===== src/rtl/trb_pkg.sv =====
package trb_pkg;
    typedef enum logic [1:0] {
        ST_IDLE    = 2'd0,
        ST_ARMING  = 2'd1,
        ST_BLOCKED = 2'd2,
        ST_HOLD    = 2'd3
    } trb_state_e;
endpackage


===== src/rtl/trb_arm_detect.sv =====
module trb_arm_detect (
    input  logic fault_hi,
    input  logic integ_out,
    output logic arm
);
    // Fault seen but the integrator has not produced a trip.
    always_comb arm = fault_hi & ~integ_out;
endmodule


===== src/rtl/trb_tick_counter.sv =====
module trb_tick_counter #(
    parameter int CNT_W = 10
) (
    input  logic             clk,
    input  logic             rst,
    input  logic             run,
    input  logic             tick,
    input  logic [CNT_W-1:0] limit,
    output logic             expired
);
    localparam logic [CNT_W-1:0] CNT_MAX = '1;

    logic [CNT_W-1:0] cnt;
    logic [CNT_W:0]   cnt_next;

    always_comb begin
        cnt_next = {1'b0, cnt} + {{CNT_W{1'b0}}, 1'b1};
        expired  = run & tick & (cnt_next >= {1'b0, limit});
    end

    // Counter is held at zero whenever the state machine is not timing.
    always_ff @(posedge clk) begin
        if (rst || !run) begin
            cnt <= '0;
        end else if (tick && cnt != CNT_MAX) begin
            cnt <= cnt_next[CNT_W-1:0];
        end
    end
endmodule


===== src/rtl/trb_fsm.sv =====
module trb_fsm
    import trb_pkg::*;
(
    input  logic clk,
    input  logic rst,
    input  logic arm,
    input  logic pick_zero,
    input  logic drop_zero,
    input  logic expired,
    output logic run,
    output logic pick_phase,
    output logic block
);
    trb_state_e state, state_nx;

    always_ff @(posedge clk) begin
        if (rst) state <= ST_IDLE;
        else     state <= state_nx;
    end

    always_comb begin
        state_nx = state;
        unique case (state)
            ST_IDLE: begin
                if (arm) state_nx = pick_zero ? ST_BLOCKED : ST_ARMING;
            end
            ST_ARMING: begin
                if (!arm)         state_nx = ST_IDLE;
                else if (expired) state_nx = ST_BLOCKED;
            end
            ST_BLOCKED: begin
                if (!arm) state_nx = drop_zero ? ST_IDLE : ST_HOLD;
            end
            ST_HOLD: begin
                if (arm)          state_nx = ST_BLOCKED;
                else if (expired) state_nx = ST_IDLE;
            end
        endcase
    end

    always_comb begin
        run        = 1'b0;
        pick_phase = 1'b0;
        block      = 1'b0;
        unique case (state)
            ST_IDLE:    ;
            ST_ARMING:  begin run = arm;  pick_phase = 1'b1; end
            ST_BLOCKED: block = 1'b1;
            ST_HOLD:    begin run = ~arm; block = 1'b1; end
        endcase
    end
endmodule


===== src/rtl/trb_blocker.sv =====
module trb_blocker #(
    parameter int DLY_W = 10
) (
    input  logic             clk,
    input  logic             rst,
    input  logic             tick_ms,
    input  logic             fault_hi,
    input  logic             integ_out,
    input  logic             trip_req,
    input  logic [DLY_W-1:0] pickup_ms,
    input  logic [DLY_W-1:0] dropout_ms,
    output logic             trip_out,
    output logic             block_active
);
    logic arm, run, pick_phase, expired;
    logic [DLY_W-1:0] limit;

    trb_arm_detect u_arm (
        .fault_hi  (fault_hi),
        .integ_out (integ_out),
        .arm       (arm)
    );

    // One counter serves both phases; the state picks which limit applies.
    always_comb limit = pick_phase ? pickup_ms : dropout_ms;

    trb_tick_counter #(.CNT_W(DLY_W)) u_cnt (
        .clk     (clk),
        .rst     (rst),
        .run     (run),
        .tick    (tick_ms),
        .limit   (limit),
        .expired (expired)
    );

    trb_fsm u_fsm (
        .clk        (clk),
        .rst        (rst),
        .arm        (arm),
        .pick_zero  (pickup_ms == '0),
        .drop_zero  (dropout_ms == '0),
        .expired    (expired),
        .run        (run),
        .pick_phase (pick_phase),
        .block      (block_active)
    );

    always_comb trip_out = trip_req & ~block_active;
endmodule


===== config.mk =====
export PLATFORM = sky130hd
export DESIGN_NAME = trb_blocker
export DESIGN_NICKNAME = d
export VERILOG_FILES = /design/src/rtl/trb_pkg.sv /design/src/rtl/trb_arm_detect.sv /design/src/rtl/trb_tick_counter.sv /design/src/rtl/trb_fsm.sv /design/src/rtl/trb_blocker.sv
export SDC_FILE = /design/constraint.sdc
export NUM_CORES = 1
export LEC_CHECK = 0
export ABC_AREA = 1
export BUFFER_PORTS_ARGS = -buffer_cell sky130_fd_sc_hd__buf_2
export CAP_MARGIN = 30
export CORE_ASPECT_RATIO = 0.75
export CORE_MARGIN = 1
export CORE_UTILIZATION = 45
export CTS_CLUSTER_DIAMETER = 40
export DETAILED_ROUTE_END_ITERATION = 7
export GPL_TIMING_DRIVEN = 0
export PLACE_DENSITY = 0.68
export SYNTH_ARGS = -nofsm -noshare
export SYNTH_HDL_FRONTEND = slang
export SYNTH_HIERARCHICAL = 1
export SYNTH_SLANG_ARGS = --single-unit
export TNS_END_PERCENT = 30

===== constraint.sdc =====
create_clock -name clk -period 2.6 [get_ports clk]
set_input_delay 0.39 -clock clk [delete_from_list [all_inputs] [get_ports clk]]
set_output_delay 0.39 -clock clk [all_outputs]
set_load 0.005 [all_outputs]

==> flow_metrics.tcl <==
set metrics [dict create \
    syn_area_mm2 0.00133 \
    dp_hpwl_um 2290 \
    critical_path.most_common_cell "nand2_1" \
    die_area_mm2 0.00319 \
    root_buffer "clkbuf_8" \
    reg2reg_slack_ns 0.18 \
    synth-warning-count 6 \
    layout.area.seq_um2 251 \
    arrival_ns 2.55 \
    antenna_cells 0 \
    clock-sinks 12 \
    syn_avg_cell_area_um2 6.01 \
    max_clock_freq_mhz 413 \
    dpl_worst_slack_ns -0.0447 \
    postRouteWirelength_um 2910 \
    via_per_inst 4.61 \
    cp_cell_sequence "ha_4 > nand3_4 > nor2_4 > xor2_2 > inv_2 > ha_4 > nand2_4 > a21oi_2 > nor2_1 > nand2_1 > nand2_1 > a21oi_2 > nor2_1 > nand2_1 > nand2_1 > nor2_2 > nand2_1 > nand2_1 > nor2_2" \
    worstHoldStart "rst" \
    synth_compound_area_share_pct 13.3 \
    grt_pass1_vias 1306 \
    crit_path_max_fanout 5 \
    critPathTopFamily "simple AND/OR/NAND/NOR gates" \
    synth_top_family_by_area "simple AND/OR/NAND/NOR gates" \
    track_usage_pct 20.8 \
    dieWidth_um 64.9 \
    slew_viol_final 0 \
    ys_types 25 \
    drtIter0Drc 93 \
    hold_path_class "in -> reg" \
    most-common-layout-cells "nand2_1 (47), inv_1 (43), nor2_1 (36), buf_2 (27), o21ai_2 (10)" \
    grt_pass1_wl_um 5160 \
    synthMuxAreaShare_pct 0 \
    cts_tree "built" \
    antenna_found_initial 0 \
    nFillCells 256 \
    synthesis.nets 259 \
    finalWorstSetupSlack_ns 0.181 \
    rows 16 \
    wl_met3_um 102 \
    initial_core_util_pct 49.4 \
    fin_area_mm2 0.00171 \
    htreeDepth 1 \
    crit_path_start_kind "flop" \
    endpoint_kind "flop" \
    critPathRequiredTime_ns 2.73 \
    switching_share_pct 42.6 \
    ys_seq_area_share_pct 18.0 \
    maxCapViolCount 0 \
    p_int_uw 581 \
    synth_cells 222 \
    synth-simple-area-share_pct 36.6 \
    layout.nets 296 \
    ys_ff_latch 12 \
    numCtsBuffers 3 \
    setup_viol 0 \
    r2r-end "u_fsm/state[1]" \
    coreArea_mm2 0.00270 \
    clockPowerShare_pct 16.7 \
    vias 1352 \
    fin_skew_ns 0.00261 \
    power_leakage_uw 0.000912 \
    fp.dieH_um 49.2 \
    clockBufferDepth 2 \
    layout_commonest_cell "nand2_1" \
    wl_met2_um 1290 \
    worstSetupPathType "reg -> reg" \
    insertion_delay_ns 0.24 \
    wirelength_met1_um 1510 \
    final_core_util_pct 63.1 \
    max_slew.worst_pin.slew_ns 0.662 \
    cp.depth 19 \
    p_switching_uw 430 \
    synth_xor_area_share_pct 4.60 \
    placed_area_mm2 0.00151 \
    critPathBufInv 1 \
    dr.pass1.iters 4 \
    r2r-start "u_cnt/cnt[0]" \
    multi_input_area_um2 967 \
    port_buffers 27 \
    r2r_cells 19 \
    vdd_ir_drop_max_mv 0.391 \
    avgRoutedWirePerCell_um 9.94 \
    synthAdderAreaFrac_pct 10.3 \
    p_comb_share_pct 60.7 \
    hold_viol 0 \
    fin_crit_ns 2.42 \
    ios 28 \
    power_density_mw_per_mm2 593 \
    grt.overflow.total 0 \
    cp_slowest_cell "dfxtp_4" \
    whs_path_depth 2 \
    drcViolationCount 0 \
    clk_pin_slew_ns 0.05 \
    drive_gt1_share_pct 31.9 \
    grt_max_degree 11 \
    power_frac_seq_pct 22.6 \
    post-route-period-util_pct 93.0 \
    min_to "u_fsm/state[0]" \
    top_layer "met4" \
    total_power_uw 1010 \
    finalWeightedCongestion 0.840 \
    status "completed" \
    area_growth_pct 28.0 \
    critPathMaxStageDelay_ns 0.38 \
    max-slew-margin-rel_pct 55.7 \
    ant_nets 0 \
]
==> registers in the layout, summed over array words and instances (netlist names) <==
name	count
u_cnt/cnt	10
u_fsm/state	2
==> worst max-delay path by stage <==
stage          slack (ns)          from             end
6_report             0.18  u_cnt/cnt[0]  u_fsm/state[1]
2_1_floorplan        0.27  u_cnt/cnt[0]  u_fsm/state[1]
4_1_cts              0.07  u_cnt/cnt[0]  u_fsm/state[1]
5_1_grt            -0.004  u_cnt/cnt[0]  u_fsm/state[1]
3_3_place_gp        -0.02  u_cnt/cnt[0]  u_fsm/state[1]
3_5_place_dp        -0.04  u_cnt/cnt[0]  u_fsm/state[1]
==> stage by stage <==
| stage | std cells | TNS, ns | hold WS [ns] |
|---|---|---|---|
| CTS | 288 | 0 | 0.337 |
| global placement | 285 | -0.0220 | 0.502 |
| global route | 293 | -0.00370 | 0.340 |
| floorplan | 222 | 0 | 0.459 |
| finish | 293 | 0 | 0.328 |
| detailed placement | 285 | -0.0447 | 0.529 |
==> cell type report <==
cell class | count | area share (%)
plain buffers | 5 | 2.86
clock buffers | 3 | 2.42
inverters | 48 | 10.6
multi-input cells | 157 | 56.7
flip-flops and latches | 12 | 14.7
well taps | 36 | 2.64
repair buffers | 32 | 10.1
==> repair_timing <==
item,4_1_cts,5_1_grt
setup endpoints to repair,1,1
hold buffers,0,0
pin swaps,0,17
setup buffers,0,5
gates resized for setup,2,24
==> synth_stat cells <==
cell type	instances	area [um^2]
dfxtp_1	12	240
buf_6	4	45.0
nor2_1	39	146
nand3b_1	1	7.51
a21oi_1	7	35.0
nor3_1	1	5.00
nand2_2	3	18.8
ha_1	11	138
a21o_1	1	7.51
nor2_4	2	22.5
o21ai_0	7	35.0
inv_2	3	11.3
nand2_4	1	11.3
inv_1	45	169
nand3_1	9	45.0
clkbuf_1	1	3.75
o21ai_1	1	5.00
nand2_1	49	184
nor2_2	3	18.8
nand3_2	1	10.0
o21bai_1	1	7.51
xor2_1	7	61.3
and3_1	1	6.26
o21ai_2	10	87.6
nand4_1	2	12.5
==> power groups by stage <==
stage | logic, uW | registers [uW] | clock network [uW]
final | 614 | 228 | 169
after detailed placement | 539 | 227 | 0
after CTS | 542 | 223 | 175
after global placement | 529 | 227 | 0
after global routing | 699 | 231 | 191
after floorplan | 429 | 224 | 0
==> worst reg2reg max path: stages, from the launching register on <==
cell     delay, ns
dfxtp_4       0.38
ha_4          0.15
nand3_4       0.09
nor2_4        0.18
xor2_2        0.18
inv_2         0.07
ha_4          0.28
nand2_4       0.05
a21oi_2       0.10
nor2_1        0.06
nand2_1       0.06
nand2_1       0.07
a21oi_2       0.19
nor2_1        0.06
nand2_1       0.06
nand2_1       0.06
nor2_2        0.13
nand2_1       0.06
nand2_1       0.07
nor2_2        0.03
==> per-layer routing <==
layer / global-route usage, % / vias up
li1: - / 742
met1: 26.4 / 583
met2: 35.1 / 25
met3: 6.31 / 2
met4: 3.33 / 0
met5: 0 / -
==> kinds of logic (layout without fill, tap and decap cells) <==
family          after synthesis  count (layout)
fa+ha+maj                    11              11
flops                        12              12
compound gates               27              27
buf+inv                      53              88
simple gates                112             112
xor+xnor                      7               7
(Power assumes the default switching activity.)
